--- config.mk ---
export PLATFORM = sky130hd
export DESIGN_NAME = cmr_splitter
export DESIGN_NICKNAME = d
export VERILOG_FILES = /design/src/rtl/cmr_pkg.sv /design/src/rtl/cmr_req_align.sv /design/src/rtl/cmr_chunk_calc.sv /design/src/rtl/cmr_splitter.sv
export SDC_FILE = /design/constraint.sdc
export NUM_CORES = 1
export LEC_CHECK = 0
export CAP_MARGIN = 40
export CELL_PAD_IN_SITES_DETAIL_PLACEMENT = 0
export CELL_PAD_IN_SITES_GLOBAL_PLACEMENT = 2
export CORE_MARGIN = 10
export CORE_UTILIZATION = 35
export DETAILED_ROUTE_END_ITERATION = 16
export DONT_BUFFER_PORTS = 1
export GPL_ROUTABILITY_DRIVEN = 0
export GPL_TIMING_DRIVEN = 0
export PLACE_DENSITY = 0.84
export SLEW_MARGIN = 0
export SYNTH_ARGS = -nofsm -noshare
export SYNTH_HDL_FRONTEND = slang
export SYNTH_SLANG_ARGS = --single-unit
--- constraint.sdc ---
create_clock -name clk -period 16.3 [get_ports clk]
set_input_delay 1.63 -clock clk [delete_from_list [all_inputs] [get_ports clk]]
set_output_delay 1.63 -clock clk [all_outputs]
set_load 0.01 [all_outputs]
--- src/rtl/cmr_pkg.sv ---
package cmr_pkg;

    typedef enum logic [1:0] {
        OP_INV   = 2'd0,
        OP_CLEAN = 2'd1,
        OP_FLUSH = 2'd2,
        OP_RSVD  = 2'd3
    } op_e;

    typedef enum logic [1:0] {
        K_CLEAN_RNG = 2'd0,
        K_INV_RNG   = 2'd1,
        K_LINE_CI   = 2'd2,
        K_NONE      = 2'd3
    } kind_e;

    typedef enum logic [2:0] {
        S_IDLE    = 3'd0,
        S_EDGE_LO = 3'd1,
        S_EDGE_HI = 3'd2,
        S_CLEAN   = 3'd3,
        S_INV     = 3'd4,
        S_DONE    = 3'd5
    } st_e;

endpackage

--- src/rtl/cmr_req_align.sv ---
module cmr_req_align
    import cmr_pkg::*;
#(
    parameter int ADDR_W     = 32,
    parameter int LINE_BYTES = 32
) (
    input  logic [ADDR_W-1:0] base_i,
    input  logic [ADDR_W-1:0] limit_i,
    input  op_e               op_i,
    input  logic              wt_i,
    output logic [ADDR_W:0]   cur_o,
    output logic [ADDR_W:0]   lim_o,
    output logic              lo_edge_o,
    output logic              hi_edge_o,
    output logic [ADDR_W-1:0] lo_line_o,
    output logic [ADDR_W-1:0] hi_line_o,
    output logic              do_clean_o,
    output logic              do_inv_o
);
    localparam int W1     = ADDR_W + 1;
    localparam int LINE_W = $clog2(LINE_BYTES);
    localparam logic [W1-1:0] LINE_STEP = W1'(LINE_BYTES);

    logic [ADDR_W-1:0] base_floor;
    logic [ADDR_W-1:0] limit_floor;
    logic              base_unal;
    logic              limit_unal;
    logic [W1-1:0]     base_up;
    logic [W1-1:0]     limit_up;
    logic [W1-1:0]     inv_cur;

    always_comb begin
        base_floor  = {base_i[ADDR_W-1:LINE_W], {LINE_W{1'b0}}};
        limit_floor = {limit_i[ADDR_W-1:LINE_W], {LINE_W{1'b0}}};
        base_unal   = |base_i[LINE_W-1:0];
        limit_unal  = |limit_i[LINE_W-1:0];
        base_up     = {1'b0, base_floor} + LINE_STEP;
        limit_up    = limit_unal ? ({1'b0, limit_floor} + LINE_STEP) : {1'b0, limit_i};
        inv_cur     = base_unal ? base_up : {1'b0, base_i};

        lo_line_o  = base_floor;
        hi_line_o  = limit_floor;
        do_clean_o = ((op_i == OP_CLEAN) || (op_i == OP_FLUSH)) && !wt_i;
        do_inv_o   = (op_i == OP_INV) || (op_i == OP_FLUSH);

        if (op_i == OP_INV) begin
            lo_edge_o = base_unal;
            hi_edge_o = limit_unal && (inv_cur < {1'b0, limit_i});
            cur_o     = inv_cur;
            lim_o     = hi_edge_o ? {1'b0, limit_floor} : {1'b0, limit_i};
        end else begin
            lo_edge_o = 1'b0;
            hi_edge_o = 1'b0;
            cur_o     = {1'b0, base_floor};
            lim_o     = limit_up;
        end
    end
endmodule

--- src/rtl/cmr_chunk_calc.sv ---
module cmr_chunk_calc #(
    parameter int ADDR_W          = 32,
    parameter int PAGE_BYTES      = 4096,
    parameter int MAX_CHUNK_BYTES = 1024
) (
    input  logic [ADDR_W:0] cur_i,
    input  logic [ADDR_W:0] lim_i,
    output logic [ADDR_W:0] chunk_end_o
);
    localparam int W1 = ADDR_W + 1;
    localparam logic [W1-1:0] PAGE_MASK = W1'(PAGE_BYTES - 1);
    localparam logic [W1-1:0] CAP_STEP  = W1'(MAX_CHUNK_BYTES);

    logic [W1-1:0] page_end;
    logic [W1-1:0] cap_end;
    logic [W1-1:0] near_end;

    always_comb begin
        page_end = (cur_i | PAGE_MASK) + W1'(1);
        near_end = (lim_i < page_end) ? lim_i : page_end;
    end

    generate
        if (MAX_CHUNK_BYTES >= PAGE_BYTES) begin : g_page_only
            always_comb begin
                cap_end     = '0;
                chunk_end_o = near_end;
            end
        end else begin : g_size_cap
            always_comb begin
                cap_end     = cur_i + CAP_STEP;
                chunk_end_o = (cap_end < near_end) ? cap_end : near_end;
            end
        end
    endgenerate
endmodule

--- src/rtl/cmr_splitter.sv ---
module cmr_splitter
    import cmr_pkg::*;
#(
    parameter int ADDR_W          = 32,
    parameter int LINE_BYTES      = 32,
    parameter int PAGE_BYTES      = 4096,
    parameter int MAX_CHUNK_BYTES = 1024
) (
    input  logic              clk,
    input  logic              rst_n,
    input  logic              req_valid,
    output logic              req_ready,
    input  logic [ADDR_W-1:0] req_base,
    input  logic [ADDR_W-1:0] req_limit,
    input  logic [1:0]        req_op,
    input  logic              wt_override,
    output logic              cmd_valid,
    input  logic              cmd_ready,
    output logic [1:0]        cmd_kind,
    output logic [ADDR_W-1:0] cmd_first,
    output logic [ADDR_W-1:0] cmd_last,
    output logic              done
);
    localparam int W1 = ADDR_W + 1;
    localparam logic [W1-1:0] LINE_STEP = W1'(LINE_BYTES);

    typedef struct packed {
        st_e               st;
        logic [W1-1:0]     cur;
        logic [W1-1:0]     lim;
        logic [ADDR_W-1:0] lo_line;
        logic [ADDR_W-1:0] hi_line;
        logic              hi_edge;
        logic              do_clean;
        logic              do_inv;
    } regs_t;

    regs_t q, d;

    logic [W1-1:0]     a_cur, a_lim;
    logic              a_lo_edge, a_hi_edge, a_clean, a_inv;
    logic [ADDR_W-1:0] a_lo_line, a_hi_line;
    logic [W1-1:0]     chunk_end;
    logic [W1-1:0]     chunk_last;

    cmr_req_align #(
        .ADDR_W     (ADDR_W),
        .LINE_BYTES (LINE_BYTES)
    ) u_align (
        .base_i     (req_base),
        .limit_i    (req_limit),
        .op_i       (op_e'(req_op)),
        .wt_i       (wt_override),
        .cur_o      (a_cur),
        .lim_o      (a_lim),
        .lo_edge_o  (a_lo_edge),
        .hi_edge_o  (a_hi_edge),
        .lo_line_o  (a_lo_line),
        .hi_line_o  (a_hi_line),
        .do_clean_o (a_clean),
        .do_inv_o   (a_inv)
    );

    cmr_chunk_calc #(
        .ADDR_W          (ADDR_W),
        .PAGE_BYTES      (PAGE_BYTES),
        .MAX_CHUNK_BYTES (MAX_CHUNK_BYTES)
    ) u_chunk (
        .cur_i       (q.cur),
        .lim_i       (q.lim),
        .chunk_end_o (chunk_end)
    );

    function automatic st_e range_entry(input logic [W1-1:0] cur,
                                        input logic [W1-1:0] lim,
                                        input logic          cln,
                                        input logic          inv);
        if (cur < lim && cln)      return S_CLEAN;
        else if (cur < lim && inv) return S_INV;
        else                       return S_DONE;
    endfunction

    always_comb begin
        d = q;
        unique case (q.st)
            S_IDLE: begin
                if (req_valid) begin
                    d.cur      = a_cur;
                    d.lim      = a_lim;
                    d.lo_line  = a_lo_line;
                    d.hi_line  = a_hi_line;
                    d.hi_edge  = a_hi_edge;
                    d.do_clean = a_clean;
                    d.do_inv   = a_inv;
                    if (a_lo_edge)      d.st = S_EDGE_LO;
                    else if (a_hi_edge) d.st = S_EDGE_HI;
                    else                d.st = range_entry(a_cur, a_lim, a_clean, a_inv);
                end
            end
            S_EDGE_LO: begin
                if (cmd_ready) begin
                    if (q.hi_edge) d.st = S_EDGE_HI;
                    else           d.st = range_entry(q.cur, q.lim, q.do_clean, q.do_inv);
                end
            end
            S_EDGE_HI: begin
                if (cmd_ready) d.st = range_entry(q.cur, q.lim, q.do_clean, q.do_inv);
            end
            S_CLEAN: begin
                if (cmd_ready) begin
                    if (q.do_inv) begin
                        d.st = S_INV;
                    end else begin
                        d.cur = chunk_end;
                        d.st  = range_entry(chunk_end, q.lim, q.do_clean, q.do_inv);
                    end
                end
            end
            S_INV: begin
                if (cmd_ready) begin
                    d.cur = chunk_end;
                    d.st  = range_entry(chunk_end, q.lim, q.do_clean, q.do_inv);
                end
            end
            S_DONE:  d.st = S_IDLE;
            default: d.st = S_IDLE;
        endcase
    end

    always_ff @(posedge clk or negedge rst_n) begin
        if (!rst_n) begin
            q <= '{st: S_IDLE, default: '0};
        end else begin
            q <= d;
        end
    end

    always_comb begin
        chunk_last = chunk_end - LINE_STEP;
        req_ready  = (q.st == S_IDLE);
        done       = (q.st == S_DONE);
        cmd_valid  = 1'b0;
        cmd_kind   = K_NONE;
        cmd_first  = q.cur[ADDR_W-1:0];
        cmd_last   = chunk_last[ADDR_W-1:0];
        unique case (q.st)
            S_EDGE_LO: begin
                cmd_valid = 1'b1;
                cmd_kind  = K_LINE_CI;
                cmd_first = q.lo_line;
                cmd_last  = q.lo_line;
            end
            S_EDGE_HI: begin
                cmd_valid = 1'b1;
                cmd_kind  = K_LINE_CI;
                cmd_first = q.hi_line;
                cmd_last  = q.hi_line;
            end
            S_CLEAN: begin
                cmd_valid = 1'b1;
                cmd_kind  = K_CLEAN_RNG;
            end
            S_INV: begin
                cmd_valid = 1'b1;
                cmd_kind  = K_INV_RNG;
            end
            default: ;
        endcase
    end
endmodule

-- Word level (Yosys, flattened, before mapping)
Cells that the tools add are included.
- add/sub/neg operators: 5
- $lt $le $gt $ge: 6
- eq/ne operators: 13
- multiplexer cells: 31
- reductions and logical operators: 21
- operators by type and width (cell ; number):
    $mux 33 ; 7
    $lt 33x33->1 ; 5
    $mux 136 ; 1
    $pmux 32 s2 ; 2
    $pmux 33 s3 ; 1
    $mux 36 ; 2
    $add 32x6->33 const B ; 2
    $add 33x1->33 const B ; 1
    $add 33x11->33 const B ; 1
    $lt 33x32->1 ; 1
    $sub 32x6->32 const B ; 1
    $mux 3 ; 9
    $pmux 3 s5 ; 1
    $ne 2x2->1 const B ; 6
    $reduce_and 5->1 ; 2
    $reduce_or 5->1 ; 2
    $logic_and 1x1->1 ; 8
    $eq 3x2->1 const B ; 2
    $eq 3x3->1 const B ; 2
    $mux 1 ; 6
    $pmux 2 s3 ; 1
    $mux 5 ; 1
    $reduce_or 4->1 ; 1
    $eq 3x1->1 const B ; 1
    9 further kinds ; 10
- register bits: 126
- input port bits: 71
- output and inout port bits: 69
- logic and storage cells: 84

-- Logic depth before layout (Yosys ltp)
- depth after elaboration: 14
- mapped depth: 46
- mapped depth without buffers: 39

-- Modules after synthesis
A second synthesis with hierarchy kept.
- cell total of the unflattened synthesis: 1959
- area, all modules: 14810.5 µm²
- modules (own cells, without submodules) (module ; instances ; cells an instance ; area each (µm²) ; seq. area each (µm²)):
    cmr_splitter ; 1 ; 1165 ; 9073.7 ; 3403.3
    cmr_req_align ; 1 ; 412 ; 2881.5 ; 0.0
    cmr_chunk_calc ; 1 ; 382 ; 2855.2 ; 0.0

-- Worst setup path before layout
OpenSTA, ideal clock, no wires.
- path type: register -> register
- start point: register q[113] (netlist bit)
- end point: register q[133] (netlist bit)
- library setup time: 0.131 ns
- data arrival time: 10.018 ns
- data required time: 16.169 ns
- setup slack: 6.150 ns
- cell stages (with the launch flop): 44
- buffers on the path: 9
- clock period less this slack: 10.150 ns
- cell sequence: dfrtp_1 -> ha_1 -> clkbuf_1 -> nand3_1 -> nor4_4 -> and2_1 -> nand2_1 -> xor2_1 -> ha_1 -> o2111ai_1 -> nor4_1 -> o211ai_1 -> nand2_1 -> clkbuf_1 -> clkbuf_1 -> clkbuf_1 -> clkbuf_1 -> o21ai_0 -> [... 8 more ...] -> clkbuf_1 -> clkbuf_1 -> clkbuf_1 -> nor2_1 -> a21oi_1 -> ha_1 -> a21o_1 -> a21o_1 -> a21oi_1 -> o21ai_0 -> a21oi_1 -> a21o_1 -> a41oi_1 -> a2111oi_0 -> a31oi_1 -> a311oi_1 -> a211oi_1 -> or3_1
- longest elaborated chain between the ends: 12
- elaborated cells on any way between the ends: 23
- those cells by class: add/sub: 2; order compare: 4; mux: 13; reduce/logical: 4
- RTL lines (item ; RTL line ; text):
    start: declaration ; cmr_splitter.sv:38 ; regs_t q, d;
    start signal: assignment ; cmr_splitter.sv:132 ; q <= '{st: S_IDLE, default: '0};
    start signal: assignment ; cmr_splitter.sv:134 ; q <= d;
    $add 33x1->33 ; cmr_chunk_calc.sv:19 ; page_end = (cur_i | PAGE_MASK) + W1'(1);
    $lt 33x33->1 ; cmr_chunk_calc.sv:20 ; near_end = (lim_i < page_end) ? lim_i : page_end;
    $mux 33 ; cmr_chunk_calc.sv:20 ;
    $lt 33x33->1 ; cmr_chunk_calc.sv:32 ; chunk_end_o = (cap_end < near_end) ? cap_end : near_end;
    $mux 33 ; cmr_chunk_calc.sv:32 ;
    $lt 33x33->1 ; cmr_splitter.sv:78, cmr_splitter.sv:79 ;
    $logic_and 1x1->1 ; cmr_splitter.sv:79 ; else if (cur < lim && inv) return S_INV;
    $mux 1 ; cmr_splitter.sv:79 ;
    $mux 3 ; cmr_splitter.sv:78 ; if (cur < lim && cln) return S_CLEAN;
    $mux 3 ; cmr_splitter.sv:111 ; if (q.do_inv) begin
    $mux 36 ; cmr_splitter.sv:110 ; if (cmd_ready) begin
    $pmux 3 s5 (*) ; cmr_splitter.sv:85 ; unique case (q.st)
Every way passes the cells marked *; elsewhere a longest branch is shown, timed or not. The select of a mux whose other input is x is not followed.
A chain may end at the register's enable or synchronous reset.

-- Worst setup path in the final report
- start point: register q[113] (netlist bit)
- end point: register q[135] (netlist bit)
- longest elaborated chain between the ends: 11
- elaborated cells on any way between the ends: 19
- those cells by class: add/sub: 2; order compare: 4; mux: 11; reduce/logical: 2
- RTL lines (item ; RTL line):
    $add 33x1->33 ; cmr_chunk_calc.sv:19
    $lt 33x33->1 ; cmr_chunk_calc.sv:20
    $mux 33 ; cmr_chunk_calc.sv:20
    $lt 33x33->1 ; cmr_chunk_calc.sv:32
    $mux 33 ; cmr_chunk_calc.sv:32
    $lt 33x33->1 ; cmr_splitter.sv:78
    $logic_and 1x1->1 ; cmr_splitter.sv:78
    $mux 3 ; cmr_splitter.sv:78
    $mux 3 ; cmr_splitter.sv:111
    $mux 36 ; cmr_splitter.sv:110
    $pmux 3 s5 (*) ; cmr_splitter.sv:85
Marks and branches as above.

==> results.py <==
metrics = {
    "drt": {
        "drtAntennaViolNets": 0,
        "via_count": 13538,
        "route.detailed.drc": 0,
        "vias_per_cell": 5.67,
        "dr.pass1.iters": 6,
        "wirelength_um": 55500,
        "wl_per_cell_um": 23.3,
        "drtIter0Drc": 1455,
    },
    "sta": {
        "finalClockSkew_ps": 12.6,
        "finalCriticalPeriod_ps": 14540,
        "max_slew_margin": 0.360,
        "grt_setup_unrepaired": "no",
        "worst_pin_slew_ps": 935,
        "drv_slew": 0,
        "period_share": 0.892,
        "hold_viol": 0,
        "setup_viol": 0,
        "fmax_ghz": 0.0688,
        "setup_tns_ps": 0,
    },
    "cts": {
        "cts_tree": "built",
        "cts_buffers": 17,
        "post_cts_resized": 0,
        "cts_root_buf": "clkbuf_16",
        "cts_sinks": 126,
        "path_clk_slew_ps": 60,
        "ctsHoldBuffers": 0,
        "postCtsSetupBuffers": 0,
        "insertion_delay_ps": 420,
        "htree_num_levels": 4,
        "cts_buffer_depth": 2,
    },
    "place": {
        "io_buffer_count": 0,
        "hpwl_um": 46400,
    },
    "die": {
        "dieWidth_um": 218,
        "ios": 140,
        "num_rows": 72,
        "start_util": 0.355,
        "coreArea_mm2": 0.0387,
        "dieArea_mm2": 0.0476,
        "die_h_um": 218,
    },
    "final_layout": {
        "seqCellArea_mm2": 0.00315,
        "largestRegisters": "q (126)",
        "multiInputGateArea_mm2": 0.00987,
        "n_fill_cell": 4199,
        "largest_reg_flops": 126,
        "area_growth_pct": 10.1,
        "drive_above_1_share": 0.0407,
        "top_register": "q",
        "n_antenna_cell": 0,
        "nets": 2104,
    },
    "logic_synthesis": {
        "ys.flop_type": "dfrtp_1",
        "synth-edff-count": 0,
        "yosysTopAreaCellShare": 0.229,
        "synthCells": 1821,
        "synth.area.top_cells": "dfrtp_1 23%, ha_1 16%, nand2_1 9.9%",
        "syn_area_mm2": 0.0137,
        "synth-seq-cells": 126,
        "synth.distinct_cells": 75,
        "ys_top_cells_by_count": "363 x nand2_1, 178 x ha_1, 147 x o21ai_0",
        "async_flop_share": 1.00,
        "avgSynthCellArea_um2": 7.55,
        "ys_seq_area_frac": 0.229,
        "yosysMostFrequentCell": "nand2_1",
        "ys.warnings.count": 0,
        "yosysTopAreaCell": "dfrtp_1",
    },
    "setup_path": {
        "critPathRequiredTime_ps": 16600,
        "cp_slowest_cell": "a2111oi_0",
        "arrival_ps": 14850,
        "critPathMaxFanout": 10,
        "crit_path_end_kind": "register",
        "cp_common_cell": "clkbuf_1",
        "critPathMaxStageDelay_ps": 880,
        "start_kind": "register",
        "critPathKind": "reg2reg",
    },
    "global_routing": {
        "grt_first_pass_wirelength_um": 82600,
        "grt_overflow": 0,
        "grt_usage": 0.228,
        "antenna_found_initial": 0,
        "grt_pass1_vias": 12877,
        "grt_max_degree": 127,
    },
    "flow_run": {
        "cap_violations": 0,
    },
    "status": {
        "status": "complete, no violations",
    },
    "min_path": {
        "hp-class": "reg2reg",
    },
}
==> metrics by stage <==
step / hold WS, ps / worst slack (ps) / std cells / util / cell area (um2)
after detailed placement: 470 / 2170 / 2353 / 0.374 / 14500
after global routing: 501 / 1200 / 2386 / 0.391 / 15100
after global placement: 461 / 1730 / 2346 / 0.372 / 14400
final: 482 / 1760 / 2386 / 0.391 / 15100
after CTS: 483 / 2060 / 2385 / 0.391 / 15100
after floorplan: 447 / 6150 / 1828 / - / 13800
==> kinds of logic after synthesis <==
family          synth area share
simple gates               0.239
compound gates             0.202
buf+inv                   0.0546
fa+ha+maj                  0.163
xor+xnor                  0.0950
flops                      0.229
mux                       0.0158
other cells             0.000273
==> cell type report <==
cell class                 instances  share of cell area
multi-input combinational       1506               0.652
sequential                       126               0.208
tap                              518              0.0428
clock buffer                      22              0.0307
buffer                            99              0.0255
inverter                          97              0.0240
clock inverter                    10              0.0122
timing repair buffer               8             0.00471
==> layer usage <==
metal,global-route usage,share of wire,vias to the layer above
li1,-,-,6507
met1,0.303,0.45,6507
met2,0.372,0.46,451
met3,0.0294,0.052,73
met4,0.0803,0.033,0
met5,0,0,-
==> final timing paths <==
| check | startpoint | endpoint | slack [ps] | cells past startpoint |
|---|---|---|---|---|
| max | q[113]$_DFFE_PN0P_ | q[135]$_DFFE_PN0P_ | 1760 | 43 |
| min | q[66]$_DFFE_PN0P_ | q[66]$_DFFE_PN0P_ | 480 | 2 |
| max in group asynchronous | rst_n | q[97]$_DFFE_PN0P_ | 15190 | 0 |
| min reg2reg | q[66]$_DFFE_PN0P_ | q[66]$_DFFE_PN0P_ | 480 | 2 |
| min in group asynchronous | rst_n | q[68]$_DFFE_PN0P_ | 910 | 0 |
| max reg2reg | q[113]$_DFFE_PN0P_ | q[135]$_DFFE_PN0P_ | 1760 | 43 |
==> worst max-delay path, delay by kind of cell (launching register included) <==
kind | cells | cell delay [ps]
AOI/OAI and AO/OA | 16 | 4300
and+or+nand+nor | 12 | 3580
buffers and inverters | 10 | 4590
DFF | 1 | 550
adders and majority gates | 4 | 1200
xor gates and xnor gates | 1 | 180
==> layout by cell type (no fill, tap or decap), types with 56 or more instances in the layout <==
cell type | netlist | routed
dfrtp_1 | 126 | 126
clkbuf_1 | 81 | 84
a21oi_1 | 83 | 83
nor2_1 | 97 | 97
nand2_1 | 363 | 363
a21o_1 | 61 | 61
inv_1 | 97 | 97
xnor2_1 | 101 | 101
o21ai_0 | 147 | 147
a22oi_1 | 56 | 56
ha_1 | 178 | 178
nand3_1 | 60 | 60
Power is not shown: default switching activity piles up to over one toggle a cycle in this logic, so the estimate is an artifact.
